### config.mk
export PLATFORM = sky130hd
export DESIGN_NAME = dev_status_waiter
export DESIGN_NICKNAME = d
export VERILOG_FILES = /design/src/rtl/dsw_pkg.sv /design/src/rtl/dsw_delay.sv /design/src/rtl/dsw_budget.sv /design/src/rtl/dsw_bus_access.sv /design/src/rtl/dev_status_waiter.sv
export SDC_FILE = /design/constraint.sdc
export NUM_CORES = 1
export LEC_CHECK = 0
export BUFFER_PORTS_ARGS = -buffer_cell sky130_fd_sc_hd__buf_4
export CAP_MARGIN = 0
export CORE_MARGIN = 2
export CORE_UTILIZATION = 58
export DETAILED_ROUTE_END_ITERATION = 6
export PLACE_DENSITY = 0.8
export SLEW_MARGIN = 0
export SYNTH_ARGS = -nofsm -noshare
export SYNTH_HDL_FRONTEND = slang
export SYNTH_SLANG_ARGS = --single-unit
export TNS_END_PERCENT = 30
### constraint.sdc
create_clock -name clk -period 3.8 [get_ports clk]
set_input_delay 0.57 -clock clk [delete_from_list [all_inputs] [get_ports clk]]
set_output_delay 0.57 -clock clk [all_outputs]
set_load 0.03 [all_outputs]
### src/rtl/dsw_pkg.sv
// Shared constants and state type for the device status wait engine.
// Assumes an 8-bit status byte with busy in bit 7 and error in bit 0.
package dsw_pkg;

    localparam logic [7:0] FLOAT_STATUS  = 8'hFF;
    localparam logic [7:0] RES_BUSY_TMO  = 8'hFE;
    localparam logic [7:0] RES_MASK_TMO  = 8'hFD;
    localparam logic [7:0] DRV_SEL_BASE  = 8'hA0;
    localparam int         STS_BUSY_BIT  = 7;
    localparam int         STS_ERR_BIT   = 0;
    localparam int         DRV_UNIT_BIT  = 4;

    typedef enum logic [2:0] {
        ST_IDLE,
        ST_BUSY_WAIT,
        ST_BUSY_READ,
        ST_MASK_WAIT,
        ST_MASK_READ
    } dsw_state_t;

    // Larger of two integers, used to size counters.
    function automatic int dsw_max(input int a, input int b);
        return (a > b) ? a : b;
    endfunction

endpackage

### src/rtl/dsw_delay.sv
// Microsecond delay: counts a loaded number of us_tick pulses.
// Assumes load_val >= 1. expire is high in the cycle of the final tick.
module dsw_delay #(
    parameter int W = 8
) (
    input  logic         clk,
    input  logic         rst_n,
    input  logic         load,
    input  logic [W-1:0] load_val,
    input  logic         tick,
    output logic         expire
);

    logic [W-1:0] cnt;
    logic         running;

    // Load a new count or step it down on each tick.
    always_ff @(posedge clk) begin
        if (!rst_n) begin
            cnt     <= '0;
            running <= 1'b0;
        end else if (load) begin
            cnt     <= load_val;
            running <= (load_val != '0);
        end else if (running && tick) begin
            cnt <= cnt - W'(1);
            if (cnt == W'(1)) begin
                running <= 1'b0;
            end
        end
    end

    // Final tick of the loaded interval.
    assign expire = running && tick && (cnt == W'(1));

endmodule

### src/rtl/dsw_budget.sv
// Spent-time accumulator for the busy phase.
// Assumes steps are added only while the total is below the budget.
module dsw_budget #(
    parameter int W          = 21,
    parameter int BUDGET     = 1000000,
    parameter int FAST_LIMIT = 1000
) (
    input  logic         clk,
    input  logic         rst_n,
    input  logic         clr,
    input  logic         add,
    input  logic [W-1:0] step,
    output logic         exhausted,
    output logic         past_fast
);

    logic [W-1:0] spent;

    // Clear at the start of a run and accumulate charged time.
    always_ff @(posedge clk) begin
        if (!rst_n || clr) begin
            spent <= '0;
        end else if (add) begin
            spent <= spent + step;
        end
    end

    // Comparisons against the configured limits.
    assign exhausted = (spent >= W'(BUDGET));
    assign past_fast = (spent >  W'(FAST_LIMIT));

endmodule

### src/rtl/dsw_bus_access.sv
// Register port sequencer: turns read/write requests into one-cycle
// strobes and waits for reg_rvalid on reads. One read outstanding at a time.
module dsw_bus_access #(
    parameter int              AW       = 4,
    parameter logic [AW-1:0]   RD_ADDR  = '0,
    parameter logic [AW-1:0]   WR_ADDR  = '0
) (
    input  logic          clk,
    input  logic          rst_n,
    input  logic          rd_go,
    input  logic          wr_go,
    input  logic [7:0]    wr_data,
    output logic          reg_rd,
    output logic          reg_wr,
    output logic [AW-1:0] reg_addr,
    output logic [7:0]    reg_wdata,
    input  logic          reg_rvalid,
    input  logic [7:0]    reg_rdata,
    output logic          rd_done,
    output logic [7:0]    rd_data
);

    logic pending;

    // Register strobes, address and write data.
    always_ff @(posedge clk) begin
        if (!rst_n) begin
            reg_rd    <= 1'b0;
            reg_wr    <= 1'b0;
            reg_addr  <= '0;
            reg_wdata <= '0;
        end else begin
            reg_rd <= rd_go;
            reg_wr <= wr_go;
            if (wr_go) begin
                reg_addr  <= WR_ADDR;
                reg_wdata <= wr_data;
            end else if (rd_go) begin
                reg_addr  <= RD_ADDR;
            end
        end
    end

    // Track the outstanding read until its data returns.
    always_ff @(posedge clk) begin
        if (!rst_n) begin
            pending <= 1'b0;
        end else if (rd_go) begin
            pending <= 1'b1;
        end else if (reg_rvalid) begin
            pending <= 1'b0;
        end
    end

    assign rd_done = pending && reg_rvalid;
    assign rd_data = reg_rdata;

endmodule

### src/rtl/dev_status_waiter.sv
// Device status wait engine, top level.
// Waits for busy to clear with adaptive polling and a time budget, then
// optionally waits for all bits of a mask. Assumes every *_US parameter
// is at least 1 and that us_tick is a one-cycle pulse.
module dev_status_waiter
    import dsw_pkg::*;
#(
    parameter int            AW               = 4,
    parameter logic [AW-1:0] STS_ADDR         = 4'hE,
    parameter logic [AW-1:0] DRV_ADDR         = 4'h6,
    parameter int            SETTLE_US        = 1,
    parameter int            FAST_STEP_US     = 10,
    parameter int            SLOW_STEP_US     = 1000,
    parameter int            FAST_LIMIT_US    = 1000,
    parameter int            FLOAT_PENALTY_US = 1000,
    parameter int            BUSY_BUDGET_US   = 1000000,
    parameter int            MASK_STEP_US     = 10,
    parameter int            MASK_POLLS       = 5000
) (
    input  logic          clk,
    input  logic          rst_n,
    input  logic          us_tick,
    input  logic          start,
    input  logic [7:0]    want_mask,
    input  logic          unit,
    output logic          reg_rd,
    output logic          reg_wr,
    output logic [AW-1:0] reg_addr,
    output logic [7:0]    reg_wdata,
    input  logic          reg_rvalid,
    input  logic [7:0]    reg_rdata,
    output logic          done,
    output logic [7:0]    result,
    output logic [7:0]    last_status
);

    localparam int MAX_BUSY_STEP = dsw_max(dsw_max(FAST_STEP_US, SLOW_STEP_US), FLOAT_PENALTY_US);
    localparam int MAX_DELAY     = dsw_max(dsw_max(MAX_BUSY_STEP, SETTLE_US), MASK_STEP_US);
    localparam int DLY_W         = $clog2(MAX_DELAY + 1);
    localparam int BUD_W         = $clog2(BUSY_BUDGET_US + MAX_BUSY_STEP + 1);
    localparam int POLL_W        = $clog2(MASK_POLLS + 1);

    dsw_state_t  st, nxt;
    logic [7:0]  mask_q;
    logic        unit_q;
    logic [POLL_W-1:0] polls_left;

    logic             rd_go, wr_go, rd_done;
    logic [7:0]       rd_data, sel_value;
    logic             dly_load, dly_expire;
    logic [DLY_W-1:0] dly_val;
    logic             bud_clr, bud_add, bud_exhausted, bud_past_fast;
    logic [BUD_W-1:0] bud_step;
    logic             fin, poll_load, poll_dec;
    logic [7:0]       fin_code;

    assign sel_value = DRV_SEL_BASE | (8'(unit_q) << DRV_UNIT_BIT);

    dsw_delay #(.W(DLY_W)) u_delay (
        .clk      (clk),
        .rst_n    (rst_n),
        .load     (dly_load),
        .load_val (dly_val),
        .tick     (us_tick),
        .expire   (dly_expire)
    );

    dsw_budget #(
        .W          (BUD_W),
        .BUDGET     (BUSY_BUDGET_US),
        .FAST_LIMIT (FAST_LIMIT_US)
    ) u_budget (
        .clk       (clk),
        .rst_n     (rst_n),
        .clr       (bud_clr),
        .add       (bud_add),
        .step      (bud_step),
        .exhausted (bud_exhausted),
        .past_fast (bud_past_fast)
    );

    dsw_bus_access #(
        .AW      (AW),
        .RD_ADDR (STS_ADDR),
        .WR_ADDR (DRV_ADDR)
    ) u_bus (
        .clk        (clk),
        .rst_n      (rst_n),
        .rd_go      (rd_go),
        .wr_go      (wr_go),
        .wr_data    (sel_value),
        .reg_rd     (reg_rd),
        .reg_wr     (reg_wr),
        .reg_addr   (reg_addr),
        .reg_wdata  (reg_wdata),
        .reg_rvalid (reg_rvalid),
        .reg_rdata  (reg_rdata),
        .rd_done    (rd_done),
        .rd_data    (rd_data)
    );

    // Next-state and control decode for both wait phases.
    always_comb begin
        nxt       = st;
        rd_go     = 1'b0;
        wr_go     = 1'b0;
        dly_load  = 1'b0;
        dly_val   = '0;
        bud_clr   = 1'b0;
        bud_add   = 1'b0;
        bud_step  = '0;
        fin       = 1'b0;
        fin_code  = '0;
        poll_load = 1'b0;
        poll_dec  = 1'b0;
        unique case (st)
            ST_IDLE: begin
                if (start) begin
                    bud_clr  = 1'b1;
                    dly_load = 1'b1;
                    dly_val  = DLY_W'(SETTLE_US);
                    nxt      = ST_BUSY_WAIT;
                end
            end
            ST_BUSY_WAIT: begin
                if (dly_expire) begin
                    if (bud_exhausted) begin
                        fin      = 1'b1;
                        fin_code = RES_BUSY_TMO;
                        nxt      = ST_IDLE;
                    end else begin
                        rd_go = 1'b1;
                        nxt   = ST_BUSY_READ;
                    end
                end
            end
            ST_BUSY_READ: begin
                if (rd_done) begin
                    if (rd_data == FLOAT_STATUS) begin
                        wr_go    = 1'b1;
                        bud_add  = 1'b1;
                        bud_step = BUD_W'(FLOAT_PENALTY_US);
                        dly_load = 1'b1;
                        dly_val  = DLY_W'(FLOAT_PENALTY_US);
                        nxt      = ST_BUSY_WAIT;
                    end else if (!rd_data[STS_BUSY_BIT]) begin
                        if (mask_q == '0) begin
                            fin      = 1'b1;
                            fin_code = {7'd0, rd_data[STS_ERR_BIT]};
                            nxt      = ST_IDLE;
                        end else begin
                            dly_load  = 1'b1;
                            dly_val   = DLY_W'(SETTLE_US);
                            poll_load = 1'b1;
                            nxt       = ST_MASK_WAIT;
                        end
                    end else begin
                        bud_add  = 1'b1;
                        dly_load = 1'b1;
                        if (bud_past_fast) begin
                            bud_step = BUD_W'(SLOW_STEP_US);
                            dly_val  = DLY_W'(SLOW_STEP_US);
                        end else begin
                            bud_step = BUD_W'(FAST_STEP_US);
                            dly_val  = DLY_W'(FAST_STEP_US);
                        end
                        nxt = ST_BUSY_WAIT;
                    end
                end
            end
            ST_MASK_WAIT: begin
                if (dly_expire) begin
                    if (polls_left == '0) begin
                        fin      = 1'b1;
                        fin_code = RES_MASK_TMO;
                        nxt      = ST_IDLE;
                    end else begin
                        rd_go = 1'b1;
                        nxt   = ST_MASK_READ;
                    end
                end
            end
            ST_MASK_READ: begin
                if (rd_done) begin
                    if ((rd_data & mask_q) == mask_q) begin
                        fin      = 1'b1;
                        fin_code = {7'd0, rd_data[STS_ERR_BIT]};
                        nxt      = ST_IDLE;
                    end else begin
                        poll_dec = 1'b1;
                        dly_load = 1'b1;
                        dly_val  = DLY_W'(MASK_STEP_US);
                        nxt      = ST_MASK_WAIT;
                    end
                end
            end
            default: nxt = ST_IDLE;
        endcase
    end

    // State register.
    always_ff @(posedge clk) begin
        if (!rst_n) st <= ST_IDLE;
        else        st <= nxt;
    end

    // Latch the request when a run starts in idle.
    always_ff @(posedge clk) begin
        if (!rst_n) begin
            mask_q <= '0;
            unit_q <= 1'b0;
        end else if (st == ST_IDLE && start) begin
            mask_q <= want_mask;
            unit_q <= unit;
        end
    end

    // Remaining mask-phase read count.
    always_ff @(posedge clk) begin
        if (!rst_n) begin
            polls_left <= '0;
        end else if (poll_load) begin
            polls_left <= POLL_W'(MASK_POLLS);
        end else if (poll_dec) begin
            polls_left <= polls_left - POLL_W'(1);
        end
    end

    // Completion pulse and held result.
    always_ff @(posedge clk) begin
        if (!rst_n) begin
            done   <= 1'b0;
            result <= '0;
        end else begin
            done <= fin;
            if (fin) result <= fin_code;
        end
    end

    // Capture every returned status byte.
    always_ff @(posedge clk) begin
        if (!rst_n) begin
            last_status <= '0;
        end else if (rd_done) begin
            last_status <= rd_data;
        end
    end

endmodule

==> results.py <==
metrics = {
    "clock_network": {
        "clk_latency_ns": 0.35,
        "cts_tree": "done",
        "cts_resized": 0,
        "postCtsSetupBuffers": 0,
        "clock-sinks": 74,
        "cts.htree.levels": 3,
        "clk_pin_slew_ns": 0.08,
        "cts_buffers": 9,
        "hold_buffers": 0,
        "cts_root_buf": "clkbuf_8",
        "clockBufferDepth": 2,
    },
    "die": {
        "ioPinCount": 53,
        "core-area_um2": 6790,
        "die_y_um": 88.0,
        "start_util_pct": 60.2,
        "die_width_um": 88.0,
        "die-area_um2": 7740,
        "fp-row-count": 30,
    },
    "placement": {
        "gp_congestion": 0.870,
        "portBuffers": 46,
        "hpwl_mm": 7.08,
        "dp.cells": 618,
    },
    "logic_synthesis": {
        "syn_area_um2": 4090,
        "ys_types": 67,
        "synth_top_cell_area_share_pct": 36.2,
        "ys_seq_elements": 74,
        "synth_edf_count": 0,
        "synthTopCellsByArea": "dfxtp_1 36%, nand2_1 6.3%, a21oi_1 5.5%, ha_1 3.7%, nor2_1 3.4%",
        "yosys.area.top_type": "dfxtp_1",
        "seq_area_frac_synth_pct": 36.2,
        "ys_warn_count": 0,
        "netlist_top_cells_count": "74 x dfxtp_1, 69 x nand2_1, 45 x a21oi_1",
        "syn-instance-count": 499,
        "synth-main-ff-cell": "dfxtp_1",
        "syn_avg_cell_area_um2": 8.19,
        "synthArstFlopShare_pct": 0,
        "synth_most_common_cell": "dfxtp_1",
    },
    "critical_path": {
        "cp.required_ns": 4.07,
        "worstSetupStartpointType": "register",
        "arrival_ns": 3.85,
        "crit_chain": "or4_4, nor4_2, a21oi_2, or2_2, ha_1, nand3_1, o211ai_1, a21oi_1, buf_4, or4_1, a21oi_1",
        "slowest_delay_ns": 0.58,
        "worstPathMaxFanout": 10,
        "cp-end-kind": "register",
        "cp_slowest_cell": "or4_4",
        "crit_type": "register to register",
        "worst_path_most_repeated_cell": "a21oi_1",
    },
    "drt": {
        "ant_nets": 0,
        "firstDrtPassIters": 7,
        "totalWireLength_mm": 9.89,
        "wl_per_cell_um": 15.6,
        "vias": 3843,
        "routed_via_density": 6.06,
        "drtIter0Drc": 223,
        "remaining_drc_errors": 1,
    },
    "grt": {
        "overflow": 0,
        "antenna_found_initial": 0,
        "grt_pass1_vias": 3577,
        "grtUsageTotal_pct": 26.6,
        "grt_pass1_wl_mm": 16.5,
        "grt_max_degree": 33,
    },
    "power_and_ir_drop": {
        "powerDensity_nw_per_um2": 375,
        "p_leak_nw": 1.78,
        "ir_worst_vdd_uv": 243,
    },
    "finish": {
        "drive_gt1_share_pct": 16.5,
        "fillerInstances": 552,
        "finalNonFillerCells": 634,
        "area_growth_pct": 14.1,
        "n_antenna_cell": 0,
        "post-route-util_pct": 68.7,
        "final_nets": 567,
        "register_area_um2": 1480,
        "multi_input_comb_area_um2": 2350,
    },
    "sta": {
        "layout_min_cycle_time_ns": 3.57,
        "drv_slew": 0,
        "setup_tns_ns": 0,
        "slew_headroom_pct": 29.5,
        "rsz0062_at_grt": "false",
        "period_share_pct": 94.1,
        "whs_ns": 0.458,
        "setup_violations": 0,
        "final_hold_viol_count": 0,
        "worstMarginPinSlew_ns": 1.06,
        "max_freq_mhz": 280,
        "clock_skew_ns": 0.00361,
    },
    "flow_run": {
        "maxCapViolations": 0,
    },
    "worst_hold_path": {
        "holdCritPathClass": "register to register",
    },
    "outcome": {
        "violations": "design-rule violations",
        "status": "finished, violations left",
    },
}
-- area by class of cell --
type                    count  area share (%)
clock buffers              12            3.54
flip-flops and latches     74            31.8
clock inverters             4            1.56
inverters                  18            1.45
repair buffers             54            8.69
well taps                  96            2.57
multi-input cells         376            50.4
-- layer usage --
layer	global-route usage, %	part of all wire, %
met5	0	0
met4	7.83	1.3
met3	5.66	5.3
met2	46.8	50
met1	32.8	43
-- placed cells by master, fill, tap and decap left out, drive strengths merged, types with 7 or more instances in the layout --
cell,n
buf,54
clkbuf,12
nand4,21
and3,7
nor2,37
a2111oi,12
o21ai,12
nor2b,10
dfxtp,74
a211oi,7
o21a,7
inv,18
or4,9
nor3,14
a21oi,46
and2,7
nand2,70
xnor2,15
ha,12
nand3,11
or3,7
-- final timing paths --
path | from | end | slack, ns | cells past startpoint
setup / recovery | u_budget.spent[11]$_SDFFE_PP0P_ | u_budget.spent[19]$_SDFFE_PP0P_ | 0.23 | 11
hold reg to reg | last_status[5]$_SDFFE_PN0P_ | last_status[5]$_SDFFE_PN0P_ | 0.46 | 2
setup reg to reg | u_budget.spent[11]$_SDFFE_PP0P_ | u_budget.spent[19]$_SDFFE_PP0P_ | 0.23 | 11
hold / removal | last_status[5]$_SDFFE_PN0P_ | last_status[5]$_SDFFE_PN0P_ | 0.46 | 2
-- sequential cells by signal, indices dropped and copies added, names as in the netlist, 2 cells and up --
| signal | cells |
|---|---|
| polls_left | 13 |
| u_delay.cnt | 10 |
| u_bus.reg_addr | 2 |
| u_budget.spent | 19 |
| result | 3 |
| st | 3 |
| last_status | 8 |
| mask_q | 8 |
| u_bus.reg_wdata | 2 |
-- report_power, final --
group / internal, mW / leakage [nW] / switching [mW]
clock network: 0.422 / 0.119 / 0.295
logic: 0.0838 / 1.06 / 0.128
registers: 0.796 / 0.599 / 0.0267
-- cell families (layout without fill, tap and decap cells) --
logic type | Yosys count | in the layout | synth area share (%)
compound gates | 130 | 130 | 22.5
xor+xnor | 16 | 16 | 3.43
fa+ha+maj | 12 | 12 | 3.67
buf+inv | 54 | 88 | 6.82
flops | 74 | 74 | 36.2
mux | 1 | 1 | 0.245
other cells | 1 | 6 | 0.0917
simple gates | 211 | 211 | 27.1
-- through the flow --
step | total power, mW | area [µm²] | setup slack [ns]
finish | 1.75 | 4670 | 0.225
global route | 1.82 | 4670 | 0.0183
CTS | 1.75 | 4670 | 0.231
detailed placement | 1.05 | 4430 | 0.253
global placement | 1.04 | 4430 | 0.357
floorplan | 0.998 | 4110 | 0.586
-- worst max-delay path: cells and delay by family, from the launching register on --
family	cells	cell delay, ns
flops	1	0.39
simple gates	5	1.87
fa+ha+maj	1	0.37
compound gates	4	0.69
buf+inv	1	0.17
(Power assumes the default switching activity.)
